**src/rtl/rtc_pram_pkg.sv**
```systemverilog
package rtc_pram_pkg;

  localparam int BYTE_W = 8;
  localparam int SEC_W  = 32;

  typedef enum logic [2:0] {
    OP_NONE,
    OP_SEC,
    OP_PRAM_SHORT,
    OP_EXT,
    OP_WPROT,
    OP_TEST
  } op_e;

  // Command class; bit 7 (direction) is not looked at here.
  function automatic op_e classify(input logic [7:0] c);
    op_e r;
    if (c[6:4] == 3'b000 && c[1:0] == 2'b01)       r = OP_SEC;
    else if ((c & 8'h73) == 8'h21)                 r = OP_PRAM_SHORT;
    else if ((c & 8'h78) == 8'h38)                 r = OP_EXT;
    else if (c[6:0] == 7'h35)                      r = OP_WPROT;
    else if (c[6:0] == 7'h31)                      r = OP_TEST;
    else                                           r = OP_NONE;
    return r;
  endfunction

  // Extended index before truncation to the RAM address width.
  function automatic logic [15:0] ext_index(input logic [2:0] sector,
                                            input logic [4:0] addr);
    return ({13'd0, sector} << 3) + {11'd0, addr};
  endfunction

  function automatic logic [15:0] short_index(input logic [1:0] k);
    return {14'd0, k};
  endfunction

  function automatic logic [7:0] sec_lane(input logic [SEC_W-1:0] s,
                                          input logic [1:0] lane);
    return s[8*lane +: 8];
  endfunction

  // Next counter value: tick first, then an optional byte replacement.
  function automatic logic [SEC_W-1:0] sec_advance(input logic [SEC_W-1:0] s,
                                                   input logic tick,
                                                   input logic wr,
                                                   input logic [1:0] lane,
                                                   input logic [7:0] val);
    logic [SEC_W-1:0] n;
    n = s + {{(SEC_W-1){1'b0}}, tick};
    if (wr) n[8*lane +: 8] = val;
    return n;
  endfunction

endpackage

```
**src/rtl/rtc_pin_sync.sv**
```systemverilog
module rtc_pin_sync #(
  parameter int SYNC_STAGES = 2
) (
  input  logic       clk,
  input  logic       rst_n,
  input  logic [2:0] pins,
  input  logic       host_drv,
  output logic       ce_act,
  output logic       sclk_rise,
  output logic       sclk_fall,
  output logic       sdi_q,
  output logic       host_drv_q
);
  localparam int LANE_W  = 4;
  localparam int CHAIN_W = SYNC_STAGES * LANE_W;
  localparam logic [LANE_W-1:0] IDLE_LANE = 4'b0100;

  logic [LANE_W-1:0]  raw;
  logic [CHAIN_W-1:0] chain;
  logic [LANE_W-1:0]  synced;
  logic               sclk_prev;

  assign raw = {host_drv, pins};

  generate
    if (SYNC_STAGES == 1) begin : g_single
      always_ff @(posedge clk or negedge rst_n) begin
        if (!rst_n) chain <= IDLE_LANE;
        else        chain <= raw;
      end
    end else begin : g_multi
      always_ff @(posedge clk or negedge rst_n) begin
        if (!rst_n) chain <= {SYNC_STAGES{IDLE_LANE}};
        else        chain <= {chain[CHAIN_W-LANE_W-1:0], raw};
      end
    end
  endgenerate

  assign synced = chain[CHAIN_W-1 -: LANE_W];

  always_ff @(posedge clk or negedge rst_n) begin
    if (!rst_n) sclk_prev <= 1'b0;
    else        sclk_prev <= synced[1];
  end

  assign ce_act     = ~synced[2];
  assign sdi_q      = synced[0];
  assign host_drv_q = synced[3];
  assign sclk_rise  = ce_act &  synced[1] & ~sclk_prev;
  assign sclk_fall  = ce_act & ~synced[1] &  sclk_prev;
endmodule

```
**src/rtl/rtc_shift_unit.sv**
```systemverilog
module rtc_shift_unit (
  input  logic       clk,
  input  logic       rst_n,
  input  logic       ce_act,
  input  logic       sclk_rise,
  input  logic       sclk_fall,
  input  logic       host_drv,
  input  logic       sdi,
  input  logic       tx_load,
  input  logic [7:0] tx_byte,
  output logic       byte_done,
  output logic [7:0] rx_byte,
  output logic       sdo,
  output logic [3:0] tx_left,
  output logic       tx_shift
);
  logic [6:0] rx_part;
  logic [2:0] rx_cnt;
  logic [7:0] tx_sh;
  logic       rx_shift;

  assign rx_shift = sclk_rise & host_drv;
  assign tx_shift = sclk_fall & ~host_drv & (tx_left != 4'd0);

  always_ff @(posedge clk or negedge rst_n) begin
    if (!rst_n) begin
      rx_part   <= '0;
      rx_cnt    <= '0;
      rx_byte   <= '0;
      byte_done <= 1'b0;
    end else begin
      byte_done <= 1'b0;
      if (!ce_act) begin
        rx_cnt <= '0;
      end else if (rx_shift) begin
        if (rx_cnt == 3'd7) begin
          rx_byte   <= {rx_part, sdi};
          byte_done <= 1'b1;
          rx_cnt    <= '0;
        end else begin
          rx_part <= {rx_part[5:0], sdi};
          rx_cnt  <= rx_cnt + 3'd1;
        end
      end
    end
  end

  always_ff @(posedge clk or negedge rst_n) begin
    if (!rst_n) begin
      tx_sh   <= '0;
      tx_left <= '0;
      sdo     <= 1'b0;
    end else if (!ce_act) begin
      tx_left <= '0;
    end else if (tx_load) begin
      tx_sh   <= tx_byte;
      tx_left <= 4'd8;
    end else if (tx_shift) begin
      sdo     <= tx_sh[7];
      tx_sh   <= {tx_sh[6:0], 1'b0};
      tx_left <= tx_left - 4'd1;
    end
  end
endmodule

```
**src/rtl/rtc_cmd_engine.sv**
```systemverilog
module rtc_cmd_engine
  import rtc_pram_pkg::*;
#(
  parameter int          PRAM_AW       = 8,
  parameter logic [31:0] RESET_SECONDS = 32'd0
) (
  input  logic             clk,
  input  logic             rst_n,
  input  logic             ce_act,
  input  logic             sec_tick,
  input  logic             byte_done,
  input  logic [7:0]       rx_byte,
  output logic             tx_load,
  output logic [7:0]       tx_byte,
  output logic             wr_blocked,
  output logic             sec_wr,
  output logic             wp_flag,
  output logic [SEC_W-1:0] seconds
);
  localparam int DEPTH = 1 << PRAM_AW;

  logic             pend_vld, pend_vld_n;
  logic [7:0]       pend_cmd, pend_cmd_n;
  logic             addr_vld, addr_vld_n;
  logic [4:0]       ext_addr, ext_addr_n;
  logic             wp_n;
  logic [7:0]       pram [DEPTH];
  logic             ram_we;
  logic [15:0]      widx_full, ridx_full;
  logic [PRAM_AW-1:0] ram_widx, ram_ridx;
  logic [7:0]       ram_rdata;
  logic [1:0]       lane;
  logic [7:0]       lane_val;
  op_e              op_new, op_pend;

  assign op_new  = classify(rx_byte);
  assign op_pend = classify(pend_cmd);

  // Read index: extended when a read is pending, short otherwise.
  assign ridx_full = (pend_vld && pend_cmd[7]) ? ext_index(pend_cmd[2:0], rx_byte[6:2])
                                               : short_index(rx_byte[3:2]);
  assign widx_full = (op_pend == OP_EXT) ? ext_index(pend_cmd[2:0], ext_addr)
                                         : short_index(pend_cmd[3:2]);
  assign ram_ridx  = ridx_full[PRAM_AW-1:0];
  assign ram_widx  = widx_full[PRAM_AW-1:0];
  assign ram_rdata = pram[ram_ridx];

  always_comb begin
    pend_vld_n = pend_vld;
    pend_cmd_n = pend_cmd;
    addr_vld_n = addr_vld;
    ext_addr_n = ext_addr;
    wp_n       = wp_flag;
    tx_load    = 1'b0;
    tx_byte    = '0;
    wr_blocked = 1'b0;
    sec_wr     = 1'b0;
    lane       = pend_cmd[3:2];
    lane_val   = rx_byte;
    ram_we     = 1'b0;
    if (!ce_act) begin
      pend_vld_n = 1'b0;
      addr_vld_n = 1'b0;
    end else if (byte_done) begin
      if (!pend_vld) begin
        if (rx_byte[7]) begin
          case (op_new)
            OP_SEC: begin
              tx_load = 1'b1;
              tx_byte = sec_lane(seconds, rx_byte[3:2]);
            end
            OP_PRAM_SHORT: begin
              tx_load = 1'b1;
              tx_byte = ram_rdata;
            end
            OP_EXT: begin
              pend_vld_n = 1'b1;
              pend_cmd_n = rx_byte;
            end
            default: ;
          endcase
        end else begin
          pend_vld_n = 1'b1;
          pend_cmd_n = rx_byte;
          addr_vld_n = 1'b0;
        end
      end else if (pend_cmd[7]) begin
        tx_load    = 1'b1;
        tx_byte    = ram_rdata;
        pend_vld_n = 1'b0;
      end else if (op_pend == OP_EXT && !addr_vld) begin
        addr_vld_n = 1'b1;
        ext_addr_n = rx_byte[6:2];
      end else begin
        pend_vld_n = 1'b0;
        addr_vld_n = 1'b0;
        if (wp_flag && op_pend != OP_WPROT) begin
          wr_blocked = 1'b1;
        end else begin
          case (op_pend)
            OP_SEC:        sec_wr = 1'b1;
            OP_PRAM_SHORT: ram_we = 1'b1;
            OP_EXT:        ram_we = 1'b1;
            OP_WPROT:      wp_n   = rx_byte[0];
            default: ;
          endcase
        end
      end
    end
  end

  always_ff @(posedge clk or negedge rst_n) begin
    if (!rst_n) begin
      pend_vld <= 1'b0;
      pend_cmd <= '0;
      addr_vld <= 1'b0;
      ext_addr <= '0;
      wp_flag  <= 1'b0;
      seconds  <= RESET_SECONDS;
    end else begin
      pend_vld <= pend_vld_n;
      pend_cmd <= pend_cmd_n;
      addr_vld <= addr_vld_n;
      ext_addr <= ext_addr_n;
      wp_flag  <= wp_n;
      seconds  <= sec_advance(seconds, sec_tick, sec_wr, lane, lane_val);
    end
  end

  always_ff @(posedge clk) begin
    if (ram_we) pram[ram_widx] <= rx_byte;
  end
endmodule

```
**src/rtl/rtc_pram_slave.sv**
```systemverilog
module rtc_pram_slave
  import rtc_pram_pkg::*;
#(
  parameter int          PRAM_AW       = 8,
  parameter int          SYNC_STAGES   = 2,
  parameter logic [31:0] RESET_SECONDS = 32'd0
) (
  input  logic       clk,
  input  logic       rst_n,
  input  logic       sec_tick,
  input  logic [2:0] port_pins,
  input  logic       host_drives_data,
  output logic       sdo
);
  logic             ce_act;
  logic             sclk_rise;
  logic             sclk_fall;
  logic             sdi_q;
  logic             host_drv_q;
  logic             byte_done;
  logic [7:0]       rx_byte;
  logic             tx_load;
  logic [7:0]       tx_byte;
  logic [3:0]       tx_left;
  logic             tx_shift;
  logic             wr_blocked;
  logic             sec_wr;
  logic             wp_flag;
  logic [SEC_W-1:0] seconds;

  rtc_pin_sync #(.SYNC_STAGES(SYNC_STAGES)) u_sync (
    .clk        (clk),
    .rst_n      (rst_n),
    .pins       (port_pins),
    .host_drv   (host_drives_data),
    .ce_act     (ce_act),
    .sclk_rise  (sclk_rise),
    .sclk_fall  (sclk_fall),
    .sdi_q      (sdi_q),
    .host_drv_q (host_drv_q)
  );

  rtc_shift_unit u_shift (
    .clk       (clk),
    .rst_n     (rst_n),
    .ce_act    (ce_act),
    .sclk_rise (sclk_rise),
    .sclk_fall (sclk_fall),
    .host_drv  (host_drv_q),
    .sdi       (sdi_q),
    .tx_load   (tx_load),
    .tx_byte   (tx_byte),
    .byte_done (byte_done),
    .rx_byte   (rx_byte),
    .sdo       (sdo),
    .tx_left   (tx_left),
    .tx_shift  (tx_shift)
  );

  rtc_cmd_engine #(
    .PRAM_AW       (PRAM_AW),
    .RESET_SECONDS (RESET_SECONDS)
  ) u_engine (
    .clk        (clk),
    .rst_n      (rst_n),
    .ce_act     (ce_act),
    .sec_tick   (sec_tick),
    .byte_done  (byte_done),
    .rx_byte    (rx_byte),
    .tx_load    (tx_load),
    .tx_byte    (tx_byte),
    .wr_blocked (wr_blocked),
    .sec_wr     (sec_wr),
    .wp_flag    (wp_flag),
    .seconds    (seconds)
  );
endmodule

```
**config.mk**
```make
export PLATFORM = sky130hd
export DESIGN_NAME = rtc_pram_slave
export DESIGN_NICKNAME = d
export VERILOG_FILES = /design/src/rtl/rtc_pram_pkg.sv /design/src/rtl/rtc_pin_sync.sv /design/src/rtl/rtc_shift_unit.sv /design/src/rtl/rtc_cmd_engine.sv /design/src/rtl/rtc_pram_slave.sv
export SDC_FILE = /design/constraint.sdc
export NUM_CORES = 1
export LEC_CHECK = 0
export ABC_AREA = 0
export BUFFER_PORTS_ARGS = -buffer_cell sky130_fd_sc_hd__buf_2
export CORE_MARGIN = 2
export CORE_UTILIZATION = 35
export DETAILED_ROUTE_END_ITERATION = 16
export GPL_ROUTABILITY_DRIVEN = 0
export PLACE_DENSITY = 0.45
export SLEW_MARGIN = 10
export SYNTH_ARGS = -nofsm -noshare
export SYNTH_HDL_FRONTEND = slang
export SYNTH_HIERARCHICAL = 1
export SYNTH_SLANG_ARGS = --single-unit
```
**constraint.sdc**
```tcl
create_clock -name clk -period 6.2 [get_ports clk]
set_input_delay 0.31 -clock clk [delete_from_list [all_inputs] [get_ports clk]]
set_output_delay 0.31 -clock clk [all_outputs]
set_load 0.005 [all_outputs]
```
==> impl_metrics.csv <==
group,metric,value,unit
run_status,outcome,"finished with violations",
run_status,violations_in_the_final_reports,"max-capacitance violations",
power_and_ir_drop,power.share.switching,0.2009,
power_and_ir_drop,cell_internal_pwr,12290,uW
worst_setup_path,criticalPathCategory,"reg -> reg",
die,dieHeight,360.9,microns
sta,hold_slack,0.1253,ns
clock_tree,numClockSinks,1113,
job,maxCapViolations,1,
grt,number_of_global_route_vias_before_repair,23580,
sta,setup-tns-final,0,ns
die,coreArea,126100,sq um
route,wl_per_cell,30.04,microns
synthesis,net_count_after_synthesis,2437,
die,dieArea,130300,sq um
finish,antenna_cells,0,
power_and_ir_drop,power.total,15380,uW
clock_tree,cts_inserted_buffers,119,
route,detailroute.via_count,23810,
worst_setup_path,ff2ff_path_depth,10,
route,route.detailed.vias_per_inst,5.637,
placed_design,pre_cts_ws,1.774,ns
grt,track_usage,0.1941,
grt,initial_antenna_violation_count,7,
clock_tree,clk_transition_reported_paths,0.06,ns
sta,timing.clock.skew,0.03036,ns
finish,design.final.nets,2494,
worst_setup_path,worst_ep_arrival_time,5.13,ns
sta,grt_setup_unrepaired,"false",
die,num_io_pins,8,
sta,min_period_over_period,0.7365,
die,die_x,360.9,microns
clock_tree,cts-root-to-sink-buffers,3,
clock_tree,post_cts.resized_instances,0,
route,wl,126900,microns
die,placementRows,130,
sta,fin_ws,1.634,ns
power_and_ir_drop,max-vdd-ir-drop,0.0002322,V
worst_setup_path,setup.reg_to_reg.worst_slack,1.63,ns
sta,finalMaxSlewViolations,0,
power_and_ir_drop,cellPowerDensity,304.4,nW/um^2
worst_setup_path,required,6.76,ns
worst_setup_path,cp_max_fo,47,
grt,pin_count_of_the_biggest_net_entering_global_routing,94,
clock_tree,clock-root-buffer,"sky130_fd_sc_hd__clkbuf_16",
sta,slew-limit-headroom,0.01548,
placed_design,io_buffer_count,7,
sta,final-setup-viol-count,0,
sta,max_freq,219.0,MHz
grt,grt_first_pass_wirelength,180200,microns
route,detail-route-antenna-nets,0,
power_and_ir_drop,power.switching,3090,uW
synthesis,syn-instance-count,2414,
grt,grt-ovfl-total,0,
hold_path,hold_path_class,"in -> async",
worst_setup_path,start_kind,"flip-flop",
clock_tree,tritoncts,"done",
power_and_ir_drop,pwr-share-clk,0.453,
finish,post-route-util,0.4007,
route,drc,0,
sta,timing.final.hold_violations,0,
synthesis,synth.yosys.warnings,6,
worst_setup_path,worstSetupEndpointType,"flip-flop",
sta,max_slew.worst_pin.slew,1.473,ns
clock_tree,clock_latency_at_the_later_pin_of_the_worst_skew_pair,0.74,ns
route,dr.pass1.iters,5,
power_and_ir_drop,seq_power_share,0.533,
placed_design,hpwl,79510,microns
power_and_ir_drop,static-leakage-power,0.01440,uW
sta,finalWorstPathRequiredPeriod,4.566,ns
route,drt_iter0_drc,2615,
synthesis,syn-mean-instance-area,18.47,sq um
clock_tree,h-tree-depth,3,
die,floorplan.initialDensity,0.3537,
finish,p_r_area_growth_vs_syn,13.29,%
synthesis,synthesis.area,44590,sq um
finish,post_route_cells_drive_above_1_share,0.2091,
power_and_ir_drop,p_comb_frac,0.014,
==> worst paths after layout <==
kind,start,endpoint
max,u_shift/rx_byte[5]$_DFFE_PN0P_,u_shift/tx_sh[0]$_DFFE_PN0P_
min,rst_n,u_engine/seconds[5]$_DFF_PN0_
max reg2reg,u_shift/rx_byte[5]$_DFFE_PN0P_,u_shift/tx_sh[0]$_DFFE_PN0P_
min reg2reg,u_sync/chain[2]$_DFF_PN1_,u_sync/chain[6]$_DFF_PN1_
max in group asynchronous,rst_n,u_shift/tx_left[1]$_DFFE_PN0P_
min in group clk,port_pins[1],u_sync/chain[1]$_DFF_PN0_
==> registers in the layout, summed over array words and instances (netlist names), 4 cells and up <==
signal and flops:
u_shift/tx_sh 8, u_engine/pram 1024, u_engine/pend_cmd 8, u_engine/ext_addr 5
u_engine/seconds 32, u_sync/chain 8, u_shift/tx_left 4, u_shift/rx_part 7
u_shift/rx_byte 8
==> cell usage in the layout (no fill, tap or decap), drive strengths merged, types with 35 or more instances in the layout <==
cell,count
nand2,236
o21ai,38
edfxtp,1024
clkbuf,157
mux4,265
buf,55
clkinv,49
nand4,35
dfrtp,87
nor2,174
nand3,67
==> per-layer routing <==
| layer | global-route usage | routed length, microns | share of wire | up-vias |
|---|---|---|---|---|
| li1 | - | - | - | 9868 |
| met1 | 0.2822 | 56520 | 0.45 | 12880 |
| met2 | 0.2945 | 57730 | 0.46 | 889 |
| met3 | 0.03734 | 9003 | 0.071 | 169 |
| met4 | 0.06260 | 3617 | 0.029 | 0 |
| met5 | 0 | 0 | 0 | - |
==> worst max-delay path, cell delays in order, from the launching register on <==
cell and delay, ns:
sky130_fd_sc_hd__dfrtp_4 0.69, sky130_fd_sc_hd__ha_1 0.33, sky130_fd_sc_hd__fa_1 0.69, sky130_fd_sc_hd__and4b_1 1.00
sky130_fd_sc_hd__nand2_1 0.49, sky130_fd_sc_hd__o22ai_1 0.28, sky130_fd_sc_hd__nor4_1 0.08, sky130_fd_sc_hd__a32oi_1 0.39
sky130_fd_sc_hd__nand4_1 0.17, sky130_fd_sc_hd__nand3_1 0.12, sky130_fd_sc_hd__o311ai_0 0.13
==> final cells by class <==
type	instances	area, sq um
inverter	14	52.55
tap	1650	2064
clock buffer	157	3206
multi-input combinational	1162	11030
timing repair buffer	61	558.0
clock inverter	66	600.6
fill	11190	75540
sequential	1113	33010
==> power by group through the flow <==
stage	sequential, uW	combinational [uW]	clock [uW]
after floorplan	8330	127	0
after global placement	8350	201	0
after detailed placement	8350	207	0
after CTS	8200	211	7170
after global routing	8200	235	7450
final	8200	216	6960
==> through the flow <==
stage | cell area, sq um | instances
floorplan | 44590 | 2414
global placement | 46650 | 3994
detailed placement | 46650 | 3994
CTS | 50520 | 4223
global route | 50520 | 4223
finish | 50520 | 4223
==> what timing repair did <==
item / 4_1_cts / 5_1_grt
setup endpoints to repair: 0 / 0
hold endpoints to repair: 48 / 0
hold buffers: 6 / 0
setup buffers: 0 / 0
Note: power is estimated with default switching activity, not from simulation.
